$ cat config.mk
export PLATFORM = sky130hd
export DESIGN_NAME = fp8_sat_cvt
export DESIGN_NICKNAME = d
export VERILOG_FILES = /design/src/rtl/fp8_sat_cvt_pkg.sv /design/src/rtl/fp8_sat_cvt_ctrl.sv /design/src/rtl/fp8_sat_cvt_narrow.sv /design/src/rtl/fp8_sat_cvt_dp.sv /design/src/rtl/fp8_sat_cvt.sv
export SDC_FILE = /design/constraint.sdc
export NUM_CORES = 1
export LEC_CHECK = 0
export ABC_CLOCK_PERIOD_IN_PS = 19020
export BUFFER_PORTS_ARGS = -buffer_cell sky130_fd_sc_hd__buf_2
export CORE_ASPECT_RATIO = 1.5
export CORE_MARGIN = 2
export CORE_UTILIZATION = 38
export DETAILED_ROUTE_END_ITERATION = 8
export MAX_ROUTING_LAYER = met4
export PLACE_DENSITY_LB_ADDON = 0.1
export SKIP_CTS_REPAIR_TIMING = 1
export SLEW_MARGIN = 20
export SYNTH_ARGS = -nofsm -noshare
export SYNTH_HDL_FRONTEND = slang
export SYNTH_SLANG_ARGS = --single-unit
$ cat constraint.sdc
create_clock -name clk -period 19.02 [get_ports clk]
set_clock_uncertainty 0.05 [all_clocks]
set_input_delay 3.804 -clock clk [delete_from_list [all_inputs] [get_ports clk]]
set_output_delay 3.804 -clock clk [all_outputs]
set_load 0.05 [all_outputs]
$ cat src/rtl/fp8_sat_cvt_pkg.sv
package fp8_sat_cvt_pkg;

  localparam int SRC_W     = 32;
  localparam int SRC_EXP_W = 8;
  localparam int SRC_MAN_W = 23;
  localparam int SRC_BIAS  = 127;
  localparam int DST_W     = 8;
  localparam int MAG_W     = DST_W - 1;
  localparam int FMT_COUNT = 2;

  typedef enum logic [1:0] {
    RND_NEAR_EVEN = 2'd0,
    RND_TO_ZERO   = 2'd1,
    RND_UP        = 2'd2,
    RND_DOWN      = 2'd3
  } rndMode_e;

  // strobes passed from control to datapath
  typedef struct packed {
    logic wideExp;   // selects the 5/2 target
    logic incNear;   // nearest-even increment rule
    logic incAway;   // increment magnitude on any discarded bit
    logic flush;     // flush subnormal results after rounding
    logic load;      // capture a new result
  } cvtStrobe_t;

  // format index 0: 4/3 target, index 1: 5/2 target
  function automatic int fmtManW(int f);
    return (f == 0) ? 3 : 2;
  endfunction

  function automatic int fmtBias(int f);
    return (f == 0) ? 7 : 15;
  endfunction

  function automatic int fmtMaxMag(int f);
    return (f == 0) ? 126 : 123;
  endfunction

endpackage

$ cat src/rtl/fp8_sat_cvt_ctrl.sv
module fp8_sat_cvt_ctrl
  import fp8_sat_cvt_pkg::*;
(
  input  logic       inValid,
  input  logic       fmtSel,
  input  logic [1:0] rndMode,
  input  logic       ftzEn,
  input  logic       srcSign,
  output cvtStrobe_t strobe
);

  rndMode_e modeSel;

  always_comb begin
    modeSel        = rndMode_e'(rndMode);
    strobe.wideExp = fmtSel;
    strobe.incNear = (modeSel == RND_NEAR_EVEN);
    strobe.incAway = ((modeSel == RND_UP) && !srcSign) ||
                     ((modeSel == RND_DOWN) && srcSign);
    strobe.flush   = ftzEn;
    strobe.load    = inValid;
  end

endmodule

$ cat src/rtl/fp8_sat_cvt_narrow.sv
module fp8_sat_cvt_narrow
  import fp8_sat_cvt_pkg::*;
#(
  parameter int MAN_W   = 3,
  parameter int BIAS    = 7,
  parameter int MAX_MAG = 126
) (
  input  logic [SRC_EXP_W-1:0] expRaw,
  input  logic [SRC_MAN_W-1:0] manRaw,
  input  logic                 incNear,
  input  logic                 incAway,
  input  logic                 flush,
  output logic [MAG_W-1:0]     magOut
);

  localparam int SIG_W    = SRC_MAN_W + 1;
  localparam int LOW_W    = 32;
  localparam int EXT_W    = SIG_W + LOW_W;
  localparam int EMIN     = 1 - BIAS;
  localparam int BASE_SH  = SRC_MAN_W - MAN_W;
  localparam int SH_CAP   = SIG_W + 2;
  localparam int SH_W     = $clog2(SH_CAP + 1);
  localparam logic [31:0] MIN_NORM = 32'(1) << MAN_W;

  logic [SIG_W-1:0] sig;
  logic [SH_W-1:0]  shAmt;
  logic [EXT_W-1:0] ext;
  logic [SIG_W-1:0] quant;
  logic             grd;
  logic             stk;
  logic             inc;
  logic [31:0]      code;
  int               unb;
  int               under;
  int               shTot;
  int               bexp;

  always_comb begin
    sig   = {(expRaw != '0), manRaw};
    unb   = (expRaw == '0) ? (1 - SRC_BIAS) : (int'(expRaw) - SRC_BIAS);
    under = EMIN - unb;
    shTot = (under > 0) ? (BASE_SH + under) : BASE_SH;
    shAmt = (shTot > SH_CAP) ? SH_W'(SH_CAP) : SH_W'(shTot);
    ext   = {sig, {LOW_W{1'b0}}} >> shAmt;
    quant = ext[EXT_W-1:LOW_W];
    grd   = ext[LOW_W-1];
    stk   = |ext[LOW_W-2:0];
    inc   = incNear ? (grd & (stk | quant[0])) : (incAway & (grd | stk));
    bexp  = (under > 0) ? 1 : (unb + BIAS);
    // exponent and fraction added together so a fraction carry bumps the exponent
    code  = (32'(bexp - 1) << MAN_W) + 32'(quant) + 32'(inc);
    if (code > 32'(MAX_MAG))
      magOut = MAG_W'(MAX_MAG);
    else if (flush && (code != '0) && (code < MIN_NORM))
      magOut = '0;
    else
      magOut = code[MAG_W-1:0];
  end

endmodule

$ cat src/rtl/fp8_sat_cvt_dp.sv
module fp8_sat_cvt_dp
  import fp8_sat_cvt_pkg::*;
(
  input  logic             clk,
  input  logic             rstN,
  input  cvtStrobe_t       strobe,
  input  logic [SRC_W-1:0] srcBits,
  output logic [DST_W-1:0] resData,
  output logic             resValid
);

  logic                 srcSign;
  logic [SRC_EXP_W-1:0] expRaw;
  logic [SRC_MAN_W-1:0] manRaw;
  logic                 isNan;
  logic                 isInf;
  logic [MAG_W-1:0]     magF [FMT_COUNT];
  logic [MAG_W-1:0]     maxF [FMT_COUNT];
  logic [DST_W-1:0]     nxtData;

  assign srcSign = srcBits[SRC_W-1];
  assign expRaw  = srcBits[SRC_W-2:SRC_MAN_W];
  assign manRaw  = srcBits[SRC_MAN_W-1:0];
  assign isNan   = (&expRaw) && (manRaw != '0);
  assign isInf   = (&expRaw) && (manRaw == '0);

  generate
    for (genvar f = 0; f < FMT_COUNT; f++) begin : g_fmt
      assign maxF[f] = MAG_W'(fmtMaxMag(f));
      fp8_sat_cvt_narrow #(
        .MAN_W  (fmtManW(f)),
        .BIAS   (fmtBias(f)),
        .MAX_MAG(fmtMaxMag(f))
      ) u_narrow (
        .expRaw (expRaw),
        .manRaw (manRaw),
        .incNear(strobe.incNear),
        .incAway(strobe.incAway),
        .flush  (strobe.flush),
        .magOut (magF[f])
      );
    end
  endgenerate

  always_comb begin
    if (isNan)
      nxtData = strobe.wideExp ? {srcSign, {MAG_W{1'b1}}} : {1'b0, maxF[0]};
    else if (isInf)
      nxtData = {srcSign, maxF[strobe.wideExp]};
    else
      nxtData = {srcSign, magF[strobe.wideExp]};
  end

  always_ff @(posedge clk) begin
    if (!rstN) begin
      resData  <= '0;
      resValid <= 1'b0;
    end else begin
      resValid <= strobe.load;
      if (strobe.load) resData <= nxtData;
    end
  end

endmodule

$ cat src/rtl/fp8_sat_cvt.sv
module fp8_sat_cvt
  import fp8_sat_cvt_pkg::*;
(
  input  logic        clk,
  input  logic        rstN,
  input  logic        inValid,
  input  logic [31:0] inData,
  input  logic        fmtSel,
  input  logic [1:0]  rndMode,
  input  logic        ftzEn,
  output logic        outValid,
  output logic [7:0]  outData
);

  cvtStrobe_t strobe;

  fp8_sat_cvt_ctrl u_ctrl (
    .inValid(inValid),
    .fmtSel (fmtSel),
    .rndMode(rndMode),
    .ftzEn  (ftzEn),
    .srcSign(inData[SRC_W-1]),
    .strobe (strobe)
  );

  fp8_sat_cvt_dp u_dp (
    .clk     (clk),
    .rstN    (rstN),
    .strobe  (strobe),
    .srcBits (inData),
    .resData (outData),
    .resValid(outValid)
  );

endmodule

==> summary.md <==
| Metric | Value |
|---|---|
| Synth Warn # | 0 |
| Clock Sinks | 9 |
| Dpl ws | 1.68 ns |
| Final Non-Filler Cells | 2212 |
| Clock share of power | 8.2% |
| Origin of the critical flop-to-flop path | u_dp.resData[2]$_SDFFE_PN0P_ |
| GRT Util Overall | 32.2% |
| Clock Path Buffers | 2 |
| Htree depth | 1 |
| Worst ir drop on vdd | 0.0396 mV |
| Largest net degree at the start of global routing | 36 |
| CTS tree | yes |
| Top cells by area, synth | ha_1 (8.7%), mux2i_1 (7.8%), nand2_1 (6.6%), nor2_1 (5.3%), o21ai_0 (5.2%) |
| CTS root buffer | clkbuf_16 |
| I/O pins | 48 |
| First-pass GRT wire length | 81800 um |
| Cells after Synth | 1848 |
| NumNets Final | 1929 |
| Top cells by count, synth | nand2_1 (211), nor2_1 (169), o21ai_0 (124) |
| Max-cap viol count | 0 |
| # port buffers | 47 |
| Post-Syn Area | 12000 um2 |
| RR Endpoint | u_dp.resData[2]$_SDFFE_PN0P_ |
| Relative slew slack | 31.6% |
| Hold Crit Depth | 2 |
| Sw Pwr | 0.283 mW |
| Fmax | 58.3 MHz |
| TritonCTS Buffers | 3 |
| Clock transition at path regs | 0.04 ns |
| Placed cell areas | 12400 um2 |
| Die area | 33000 um2 |
| Placed insts | 2207 |
| Vias in the first global route | 14000 |
| Cell Rows | 79 |
| Cell mode on critical path | o21ai_0 |
| Via count | 14500 |
| Multi-input gate area | 11100 um2 |
| Tot Pwr | 0.461 mW |
| CP max stage delay | 0.88 ns |
| RSZ-0062 raised after global routing | false |
| Hold Path Class | register to register |
| Critical path's slowest cell | nand2_1 |
| Lkg Pwr | 4.93 nW |
| WHS Endpoint | u_dp.resData[7]$_SDFFE_PN0P_ |
| Req. time, crit path | 19.09 ns |
| Worst Path Buf+Inv | 4 |
| Kind of critical path | input port to register |
| Crit-path leading delay family | compound AO/OA/AOI/OAI gates |
| Fraction of layout cells with a size suffix above 1 | 8.03% |
| Crit-path max FO | 22 |
| Main synth FF type | dfxtp_1 |
| Total Neg Setup Slack | 0 ns |
| Routability cong. | 1.03 |
| Area Growth Syn to Fin | 4.15% |
| Fillers | 3461 |
| Critical path endpoint category | register |
| Syn avg cell area | 6.49 um2 |
| Storage element area | 180 um2 |
| Total congestion overflow | 0 |
| Initial antenna violation count | 1 |
| Crit start category | input port |
| Number of register bits inferred by synthesis | 9 |
| Die span in y | 222 um |
| Synthesized Nets | 1970 |
| Most common cell in the netlist | nand2_1 |
| Slew at the pin closest to its max-slew limit | 1.02 ns |
| Reg-to-reg slack, setup | 17.68 ns |
| Final wirelength | 53900 um |
| Clk_lat worst skew | 0.23 ns |
| Status | finished, final reports clean |
| Final Hold Fails | 0 |
| Final hold slack | 0.431 ns |
| 1st-iter DRT viols | 1023 |
| Net Sw Frac | 61.3% |
| Final instance area | 12500 um2 |
| Sequential group share of total power | 4.6% |
| Register-to-Register Path Depth | 5 |
| # DRC | 0 |
| Worst Setup Slack, final | 1.88 ns |
| Via density per instance | 6.57 |
| Die X | 149 um |
| Setup violations, final | 0 |
| Seq/Total Area, Yosys | 1.50% |
| Cell variety after synth | 103 |
| Post-synth EDFFs | 0 |
| Post-route minimum period | 17.14 ns |
| Core area | 31000 um2 |
| Asr flop ratio synth | 0% |
| Final period util | 90.1% |
| Synth top area share | 8.66% |
| Antenna viol nets, final | 0 |
| Starting density of the core | 38.6% |
| Arrival @ worst endpoint | 17.21 ns |
| Final Core Density | 40.3% |
| Levels on crit path | 47 |
| Post-synth top area cell | ha_1 |
| Post-DR wirelength/cell | 24.4 um |
| Power Internal | 0.178 mW |
| Slew Viols, Final | 0 |
| DP HPWL | 44300 um |
| PD cells | 36.9 nW/um2 |
| Hold Path Origin | u_dp.resData[7]$_SDFFE_PN0P_ |
| DR pass1 iterations | 6 |
| Combinational power share | 87.2% |
area by class of cell:
class                      instances  share of cell area [%]
antenna                            1                  0.0200
sequential                         9                    1.44
multi-input combinational       1668                    89.0
tap                              405                    4.06
inverter                          58                    1.74
clock buffer                       4                   0.631
timing repair buffer              67                    3.08
sequential cells by signal, indices dropped and copies added, names as in the netlist:
signal         count
u_dp.resData       8
u_dp.resValid      1
power groups by stage:
stage	registers (mW)	logic (mW)	clock network (mW)
detailed placement	0.0216	0.391	0
global placement	0.0215	0.393	0
finish	0.0213	0.402	0.0377
floorplan	0.0265	0.271	0
global route	0.0214	0.431	0.0397
CTS	0.0213	0.393	0.0379
cell families (layout without fill, tap and decap cells):
family          after synthesis  after routing  share of synthesized area [%]
simple gates                820            820                           35.2
other cells                   0              1                              0
buf+inv                     171            129                           6.04
mux                         116            116                           9.92
flops                         9              9                           1.50
compound gates              562            562                           32.0
fa+ha+maj                    85             85                           8.82
xor+xnor                     85             85                           6.51
worst register-to-register path: cells and delay by family, from the launching register on:
kind	cells	cell delay (ns)
AOI/OAI and AO/OA	2	0.47
DFF	1	0.31
muxes	1	0.26
and+or+nand+nor	2	0.14
worst max path at each step:
stage,startpoint,end,slack (ns)
after floorplan,inData[23],u_dp.resData[5]$_SDFFE_PN0P_,4.69
after global placement,inData[23],u_dp.resData[5]$_SDFFE_PN0P_,2.03
after detailed placement,inData[23],u_dp.resData[5]$_SDFFE_PN0P_,1.68
after CTS,inData[23],u_dp.resData[3]$_SDFFE_PN0P_,1.90
after global routing,inData[23],u_dp.resData[5]$_SDFFE_PN0P_,1.01
final,inData[23],u_dp.resData[3]$_SDFFE_PN0P_,1.88
cell usage in the layout, fill, tap and decap left out, types with 25 or more instances in the layout:
| cell | Yosys | final |
|---|---|---|
| a21o_1 | 35 | 35 |
| buf_2 | 15 | 47 |
| xnor2_1 | 55 | 55 |
| nor3_1 | 62 | 61 |
| nor4_1 | 44 | 44 |
| nand3_1 | 88 | 88 |
| nor2_1 | 169 | 168 |
| nand2_1 | 211 | 210 |
| o21ai_0 | 124 | 124 |
| inv_1 | 56 | 56 |
| a21oi_1 | 117 | 117 |
| a31oi_1 | 30 | 30 |
| and2_1 | 27 | 27 |
| mux2i_1 | 93 | 93 |
| ha_1 | 83 | 83 |
| xor2_1 | 26 | 26 |
| nor2b_1 | 25 | 25 |
| nand4_1 | 51 | 51 |
layer usage:
metal | vias up | track usage, % | share of wire (%)
met2 | 513 | 54.5 | 48
met3 | 194 | 2.39 | 4.2
li1 | 6948 | - | -
met1 | 6870 | 36.2 | 39
met4 | 0 | 20.6 | 7.9
met5 | - | - | 0
(Power assumes the default switching activity.)
